`src/rtl/cell_tx_pkg.sv`:
```
package cell_tx_pkg;

  // What the master does with the byte offered in the current cycle.
  typedef enum logic [1:0] {
    XK_HOLD  = 2'd0,  // nothing taken, link idle
    XK_FRESH = 2'd1,  // first byte of a cell started from idle
    XK_CHAIN = 2'd2,  // first byte of a cell that follows on directly
    XK_BODY  = 2'd3   // any later byte of a cell
  } xfer_kind_e;

  function automatic int clamp_len(input int v, input int lo, input int hi);
    if (v < lo) return lo;
    if (v > hi) return hi;
    return v;
  endfunction

endpackage

```
`src/rtl/cell_byte_ctr.sv`:
```
module cell_byte_ctr #(
  parameter int LEN_W = 8,
  parameter int LEAD  = 4
) (
  input  logic             clk,
  input  logic             rst,
  input  logic [LEN_W-1:0] len_eff,
  input  logic             adv,
  output logic             is_first,
  output logic             is_last,
  output logic             is_probe
);

  logic [LEN_W-1:0] idx;
  logic [LEN_W-1:0] last_idx;
  logic [LEN_W-1:0] probe_idx;

  assign last_idx  = len_eff - LEN_W'(1);
  assign probe_idx = len_eff - LEN_W'(LEAD);

  assign is_first = (idx == '0);
  assign is_last  = (idx == last_idx);
  assign is_probe = (idx == probe_idx);

  always_ff @(posedge clk) begin
    if (rst) begin
      idx <= '0;
    end else if (adv) begin
      idx <= is_last ? '0 : idx + LEN_W'(1);
    end
  end

endmodule

```
`src/rtl/cell_start_gate.sv`:
```
module cell_start_gate
  import cell_tx_pkg::*;
(
  input  logic       clk,
  input  logic       rst,
  input  logic       in_cell,
  input  logic       at_probe,
  input  logic       at_last,
  input  logic       slave_clav,
  input  logic       cell_rdy,
  input  logic       byte_vld,
  output logic       take,
  output xfer_kind_e kind
);

  logic chain_ok;   // cell-available as sampled at the probe byte
  logic prev_last;  // the previous edge launched the last byte of a cell

  always_comb begin
    kind = XK_HOLD;
    if (!rst && byte_vld) begin
      if (in_cell) begin
        kind = XK_BODY;
      end else if (cell_rdy) begin
        if (prev_last) begin
          if (chain_ok) kind = XK_CHAIN;
        end else if (slave_clav) begin
          kind = XK_FRESH;
        end
      end
    end
  end

  assign take = (kind != XK_HOLD);

  always_ff @(posedge clk) begin
    if (rst) begin
      chain_ok  <= 1'b0;
      prev_last <= 1'b0;
    end else begin
      prev_last <= take && at_last;
      if (take && at_probe) chain_ok <= slave_clav;
    end
  end

endmodule

```
`src/rtl/cell_par_gen.sv`:
```
module cell_par_gen #(
  parameter int DATA_W = 8
) (
  input  logic [DATA_W-1:0] data,
  input  logic              en,
  input  logic              even,
  output logic              par
);

  logic ones_odd;

  assign ones_odd = ^data;
  assign par      = en & (even ? ones_odd : ~ones_odd);

endmodule

```
`src/rtl/cell_tx_master.sv`:
```
module cell_tx_master
  import cell_tx_pkg::*;
#(
  parameter int DATA_W    = 8,
  parameter int MIN_CELL  = 16,
  parameter int MAX_CELL  = 128,
  parameter int CLAV_LEAD = 4,
  parameter int LEN_W     = $clog2(MAX_CELL + 1)
) (
  input  logic              clk,
  input  logic              rst,
  input  logic [LEN_W-1:0]  cfg_cell_len,
  input  logic              cfg_par_en,
  input  logic              cfg_par_even,
  input  logic              buf_cell_rdy,
  input  logic              buf_byte_vld,
  input  logic [DATA_W-1:0] buf_byte,
  output logic              buf_rd,
  input  logic              phy_clav,
  output logic              phy_enb_n,
  output logic              phy_soc,
  output logic [DATA_W-1:0] phy_data,
  output logic              phy_par
);

  localparam int MIN_ALLOWED = CLAV_LEAD + 1;

  logic [LEN_W-1:0] len_eff;
  logic             is_first;
  logic             is_last;
  logic             is_probe;
  logic             take;
  xfer_kind_e       kind;
  logic             par_bit;

  initial begin
    if (MIN_CELL < MIN_ALLOWED) $error("MIN_CELL must exceed CLAV_LEAD");
  end

  assign len_eff = LEN_W'(clamp_len(int'(cfg_cell_len), MIN_CELL, MAX_CELL));

  cell_byte_ctr #(
    .LEN_W (LEN_W),
    .LEAD  (CLAV_LEAD)
  ) ctr_i (
    .clk      (clk),
    .rst      (rst),
    .len_eff  (len_eff),
    .adv      (take),
    .is_first (is_first),
    .is_last  (is_last),
    .is_probe (is_probe)
  );

  cell_start_gate gate_i (
    .clk        (clk),
    .rst        (rst),
    .in_cell    (!is_first),
    .at_probe   (is_probe),
    .at_last    (is_last),
    .slave_clav (phy_clav),
    .cell_rdy   (buf_cell_rdy),
    .byte_vld   (buf_byte_vld),
    .take       (take),
    .kind       (kind)
  );

  cell_par_gen #(
    .DATA_W (DATA_W)
  ) par_i (
    .data (buf_byte),
    .en   (cfg_par_en),
    .even (cfg_par_even),
    .par  (par_bit)
  );

  assign buf_rd = take;

  always_ff @(posedge clk) begin
    if (rst) begin
      phy_enb_n <= 1'b1;
      phy_soc   <= 1'b0;
      phy_data  <= '0;
      phy_par   <= 1'b0;
    end else if (take) begin
      phy_enb_n <= 1'b0;
      phy_soc   <= (kind == XK_FRESH) || (kind == XK_CHAIN);
      phy_data  <= buf_byte;
      phy_par   <= par_bit;
    end else begin
      phy_enb_n <= 1'b1;
      phy_soc   <= 1'b0;
    end
  end

endmodule

```
`config.mk`:
```
export PLATFORM = sky130hd
export DESIGN_NAME = cell_tx_master
export DESIGN_NICKNAME = d
export VERILOG_FILES = /design/src/rtl/cell_tx_pkg.sv /design/src/rtl/cell_byte_ctr.sv /design/src/rtl/cell_start_gate.sv /design/src/rtl/cell_par_gen.sv /design/src/rtl/cell_tx_master.sv
export SDC_FILE = /design/constraint.sdc
export NUM_CORES = 1
export LEC_CHECK = 0
export ABC_AREA = 1
export ABC_CLOCK_PERIOD_IN_PS = 3000
export CAP_MARGIN = 10
export CORE_ASPECT_RATIO = 1.1
export CORE_MARGIN = 2
export CORE_UTILIZATION = 51
export DETAILED_ROUTE_END_ITERATION = 7
export PLACE_DENSITY_LB_ADDON = 0.3
export SYNTH_ARGS = -nofsm -noshare
export SYNTH_HDL_FRONTEND = slang
export SYNTH_HIERARCHICAL = 1
export SYNTH_SLANG_ARGS = --single-unit
```
`constraint.sdc`:
```
create_clock -name clk -period 3 [get_ports clk]
set_clock_uncertainty 0.05 [all_clocks]
set_input_delay 0.6 -clock clk [delete_from_list [all_inputs] [get_ports clk]]
set_output_delay 0.6 -clock clk [all_outputs]
set_load 0.01 [all_outputs]
```
==> run metrics, run 1 <==
peak supply drop 0.000225 V; final worst-path cycle share 0.926; CTS buffer count 3; Fin Setup TNS 0 ns; area grow syn2layout 26.9%; commonest non-fill, non-tap cells in the layout 66 x nand2_1, 53 x inv_1, 35 x nor2_1; fmax 360 MHz; Crit Path Class flop to output port; Seq/Total Area, Yosys 0.252; Leakage 1.03 nW; placer congestion estimate 0.882; Worst Path Arrival 2.13 ns; CP endpoint kind output port; CTS sink count 21; routed vias/inst 4.92; Final Hold Fails 0; Worst-Skew Late Latency 0.30 ns; share of layout cells above drive strength 1 0.117; Hold Startpoint phy_data[3]; post-CTS setup buffer count 0; Switch Pwr 203 uW; initial antenna violation count 0; Internal Power 439 uW; first-pass GRT wire length 6180 microns; Final WS setup 0.223 ns; largest net degree at the start of global routing 16; TritonCTS clock tree built; switch share 0.316; post-synth cell types 28; vias in the first global route 1624; slowest CP cell clkdlybuf4s50_1; Final setup viols 0; width of the chip 58.5 microns; Synth top area share 0.252; power per standard cell area 304 nW/um^2; Clock Tree Root clkbuf_4; post-CTS sizing 0; combinational power share 0.335; Antenna Nets Post-Route 0; Reg power frac 0.457; Synth area leaders dfxtp_1 25%, nand2_1 15%, inv_1 12%; clk buf depth 2; die area 3740 sq um; diodes inserted 0; Clk pwr share 0.208; leading area contributor after synthesis dfxtp_1; worst-margin pin slew 0.507 ns; r2r worst-path depth 17; CTS H-Tree Depth 1; Startpoint Class flop; Max-Cap Viols 0; WHS Endpoint phy_data[3]; number of synthesis warnings 6; Max-slew headroom 0.662; CP Cell Sequence inv_1, ha_1, nand4_1, nor4_2, inv_1, inv_1, nand2_1, nand2_2, nand2_4, clkdlybuf4s50_1; core area 3070 sq um; initial DRC count 60; cell count after synthesis 267; Yosys reg bits 21; hold depth 2; Worst EP required 2.35 ns; WL per Instance 10.5 microns; Synth Area per Inst 6.24 sq um; pre-CTS WS 0.000291 ns; CTS hold repair buffers 0; cell row count 21; minimum clock period 2.78 ns; PortBufs 34; crit path max fanout 6; total track usage 0.208; Critical R2R Capture ctr_i/idx[7]; TritonRoute pass-1 iters 5; hold slack 0.421 ns; Max Slew Vio Count 0; post-DP HPWL 2950 microns; GRT overflow 0; DIE HEIGHT 64.0 microns; run status complete, no violations; WP buf/inv 4; RSZ-0062 raised after global routing no; NumNets Final 338; R2R Setup Slk 0.72 ns; slowest stage delay, CP 0.54 ns; Worst Hold Class flop to flop; commonest non-fill, non-tap cell in the layout nand2_1; Top cell by count, worst path inv_1; Starting Density 0.542; via count 1687; CP top delay family buffers and inverters; IO Count 35; final WL 3600 microns; Net Count, Synth 295; DRC Markers 0; r2r startpoint ctr_i/idx[1]; synthesized area 1670 sq um; Clock transition at path regs 0.11 ns
logic make-up (layout without fill, tap and decap cells):
| kind of cell | Yosys count | count (layout) | synth area share |
|---|---|---|---|
| xor gates and xnor gates | 18 | 18 | 0.0946 |
| DFF | 21 | 21 | 0.252 |
| adders and majority gates | 5 | 5 | 0.0375 |
| buffers and inverters | 59 | 101 | 0.138 |
| AOI/OAI and AO/OA | 15 | 15 | 0.0668 |
| and+or+nand+nor | 149 | 149 | 0.411 |
synthesized netlist by cell type (all sizes together):
library cell,instances
inv,56
nand4,3
nor4,3
nand3,27
xor2,11
a21oi,4
or2,1
nand2,71
clkbuf,1
dfxtp,21
o21ai,10
nor3,3
xnor2,7
a21boi,1
or2b,2
nor2,39
ha,5
buf,2
routing by layer:
metal	vias to the layer above	track usage	wire length, microns
met2	35	0.365	1850
li1	894	-	-
met1	746	0.229	1510
met4	0	0.113	100
met3	12	0.0405	138
met5	-	0	0
sequential cells by signal, summed over array words and instances, names as in the netlist:
register          cells
phy_soc               1
phy_enb_n             1
ctr_i/idx             8
phy_par               1
gate_i/chain_ok       1
gate_i/prev_last      1
phy_data              8
cell type report:
cell class	count	area [sq um]
clock buffer	4	26.3
multi-input combinational	187	1020
sequential	21	420
inverter	56	210
tap	34	42.5
fill	269	960
timing repair buffer	41	393
how the worst max path moves through the flow:
stage                                from               to  slack, ns  cells after the start
after global placement    cfg_cell_len[6]     ctr_i/idx[0]       0.08                     18
final                        ctr_i/idx[1]           buf_rd       0.22                     10
after global routing         ctr_i/idx[1]           buf_rd       0.02                     10
after floorplan           cfg_cell_len[6]  gate_i/chain_ok       0.47                     14
after detailed placement  cfg_cell_len[6]     ctr_i/idx[0]     0.0003                     18
after CTS                    ctr_i/idx[1]           buf_rd       0.18                     10
through the flow:
| step | total power, mW | cell area, sq um | cells | util |
|---|---|---|---|---|
| 2_1_floorplan | 0.434 | 1670 | 267 | - |
| 3_3_place_gp | 0.511 | 2080 | 339 | 0.677 |
| 3_5_place_dp | 0.514 | 2080 | 339 | 0.677 |
| 4_1_cts | 0.648 | 2110 | 343 | 0.686 |
| 5_1_grt | 0.688 | 2110 | 343 | 0.688 |
| 6_report | 0.643 | 2110 | 343 | 0.688 |
worst reg2reg max path: cells and delay by family (launching register included):
kind	cells	cell delay, ns
buffers and inverters	4	0.28
adder cells (fa/ha/maj)	1	0.20
flip-flops	1	0.45
AND/OR/NAND/NOR	12	1.24
power groups by stage:
stage / sequential, mW / clock, mW / combinational [mW]
2_1_floorplan: 0.303 / 0 / 0.131
3_3_place_gp: 0.300 / 0 / 0.211
3_5_place_dp: 0.300 / 0 / 0.214
4_1_cts: 0.294 / 0.139 / 0.215
5_1_grt: 0.295 / 0.152 / 0.241
6_report: 0.294 / 0.133 / 0.215
(Power assumes the default switching activity.)
==> run 2, diff against run 1 <==
--- a/config.mk
+++ b/config.mk
@@ -6,13 +6,14 @@
 export NUM_CORES = 1
 export LEC_CHECK = 0
 export ABC_AREA = 1
-export ABC_CLOCK_PERIOD_IN_PS = 3000
+export ABC_CLOCK_PERIOD_IN_PS = 2700
 export CAP_MARGIN = 10
 export CORE_ASPECT_RATIO = 1.1
 export CORE_MARGIN = 2
 export CORE_UTILIZATION = 51
 export DETAILED_ROUTE_END_ITERATION = 7
 export PLACE_DENSITY_LB_ADDON = 0.3
+export RECOVER_POWER = 100
 export SYNTH_ARGS = -nofsm -noshare
 export SYNTH_HDL_FRONTEND = slang
 export SYNTH_HIERARCHICAL = 1
==> constraint.sdc (replaced) <==
create_clock -name clk -period 2.7 [get_ports clk]
set_clock_uncertainty 0.05 [all_clocks]
set_input_delay 0.54 -clock clk [delete_from_list [all_inputs] [get_ports clk]]
set_output_delay 0.54 -clock clk [all_outputs]
set_load 0.01 [all_outputs]
==> run metrics, run 2 (synthesis gave the netlist of run 1 again) <==
run status complete, no violations; minimum clock period 2.62 ns; CP Cell Sequence clkdlybuf4s50_1, nor2_2, nand2_1, nor2_1, nor2_1, nor2_1, inv_1, ha_1, xor2_1, nand4_1, nor4_2, buf_4, nand3_2, nand2_1, nor2_1; Leakage 1.13 nW; Max-Cap Viols 0; Worst EP required 2.87 ns; CTS sink count 21; pre-CTS WS -0.253 ns; r2r startpoint ctr_i/idx[0]; NumNets Final 350; PortBufs 34; multi-input logic area 1040 sq um; Final WS setup 0.0775 ns; share of layout cells above drive strength 1 0.165; power per standard cell area 332 nW/um^2; cell row count 21; Non-Filler Cell Area, Final 2220 sq um; TritonRoute pass-1 iters 4; Worst Path Arrival 2.79 ns; vias in the first global route 1556; Final Hold Fails 0; width of the chip 58.5 microns; peak supply drop 0.000308 V; Fin Setup TNS 0 ns; Worst-Skew Late Latency 0.31 ns; Clock Tree Root clkbuf_4; CTS buffer count 3; first-pass GRT wire length 6480 microns; via count 1730; hold slack 0.426 ns; CTS H-Tree Depth 1; r2r worst-path depth 13; final WL 3830 microns; commonest non-fill, non-tap cells in the layout 64 x nand2_1, 53 x inv_1, 32 x nor2_1; Starting Density 0.542; slowest stage delay, CP 0.46 ns; die area 3740 sq um; Placed Area 2160 sq um; post-DP HPWL 3020 microns; initial antenna violation count 0; final worst-path cycle share 0.971; TritonCTS clock tree built; total track usage 0.220; diodes inserted 0; commonest non-fill, non-tap cell in the layout nand2_1; largest net degree at the start of global routing 14; DIE HEIGHT 64.0 microns; Hold Startpoint phy_data[4]; Top cell by count, worst path nor2_1; Clock transition at path regs 0.12 ns; CP endpoint kind flop; Final setup viols 0; routed vias/inst 4.87; Critical R2R Capture phy_data[7]; initial DRC count 46; Worst Hold Class flop to flop; Seq. cell area 423 sq um; worst-margin pin slew 0.536 ns; hold depth 2; R2R Setup Slk 0.31 ns; Max Slew Vio Count 0; crit path max fanout 3; biggest regs ctr_i/idx x8, phy_data x8; WHS Endpoint phy_data[4]; Max-slew headroom 0.643; DRC Markers 0; WL per Instance 10.8 microns; clk buf depth 2; CP top delay family simple AND/OR/NAND/NOR gates; IO Count 35; GRT overflow 0; Antenna Nets Post-Route 0; WP buf/inv 3; slowest CP cell clkdlybuf4s50_1; area grow syn2layout 33.1%; fillers 268; core area 3070 sq um; Crit Path Class input port to flop; Startpoint Class input port; placer congestion estimate 0.849; fmax 381 MHz; Finished Core Util 0.722
[run 2: cell types whose count changed in the layout (fill, tap and decap cells not counted), moves of 3 or more]
cell,delta
clkdlybuf4s50_1,-14
dlygate4sd3_1,+11
buf_4,+9
nor2_1,-3
nor2_2,+3
[run 2: layer usage]
metal	track usage	up-vias	part of all wire
met5	0	-	0
met4	0.0901	0	0.027
met3	0.0324	12	0.040
met2	0.393	37	0.50
met1	0.256	764	0.43
li1	-	917	-
[run 2: cell type report]
class	count	area share
clock buffers	3	0.0102
clock inverters	1	0.00226
inverters	56	0.0948
multi-input cells	187	0.469
flip-flops and latches	21	0.191
well taps	34	0.0192
repair buffers	53	0.214
[run 2: worst max path at each step]
stage                          from              end  slack, ns  depth (start not counted)
finish              cfg_cell_len[1]  gate_i/chain_ok       0.08                         15
global route        cfg_cell_len[1]  gate_i/chain_ok      -0.04                         15
CTS                 cfg_cell_len[6]  gate_i/chain_ok       0.09                         16
detailed placement  cfg_cell_len[6]  gate_i/chain_ok      -0.25                         16
global placement    cfg_cell_len[6]  gate_i/chain_ok      -0.21                         15
floorplan           cfg_cell_len[6]  gate_i/chain_ok       0.23                         14
[run 2: worst reg2reg max path: cells and delay by family, from the launching register on]
| family | cells | cell delay [ns] |
|---|---|---|
| adders and majority gates | 1 | 0.21 |
| DFF | 1 | 0.40 |
| AOI/OAI and AO/OA | 1 | 0.12 |
| buffers and inverters | 5 | 0.90 |
| and+or+nand+nor | 6 | 0.61 |
[run 2: through the flow]
stage	total power [mW]	instances
2_1_floorplan	0.482	267
6_report	0.737	355
3_5_place_dp	0.584	349
4_1_cts	0.740	353
5_1_grt	0.786	355
3_3_place_gp	0.579	349
[run 2: where the power goes]
| group | switching [mW] | total [mW] | internal [mW] |
|---|---|---|---|
| Sequential | 0.00711 | 0.327 | 0.320 |
| Combinational | 0.136 | 0.253 | 0.118 |
| Clock | 0.101 | 0.156 | 0.0554 |
[run 2: repair_timing]
| action | CTS | global route |
|---|---|---|
| resized for setup | 3 | 12 |
| hold buffers | 0 | 0 |
| setup buffers | 0 | 2 |
| endpoints found under the setup margin | 1 | 8 |
| pin swaps | 0 | 10 |
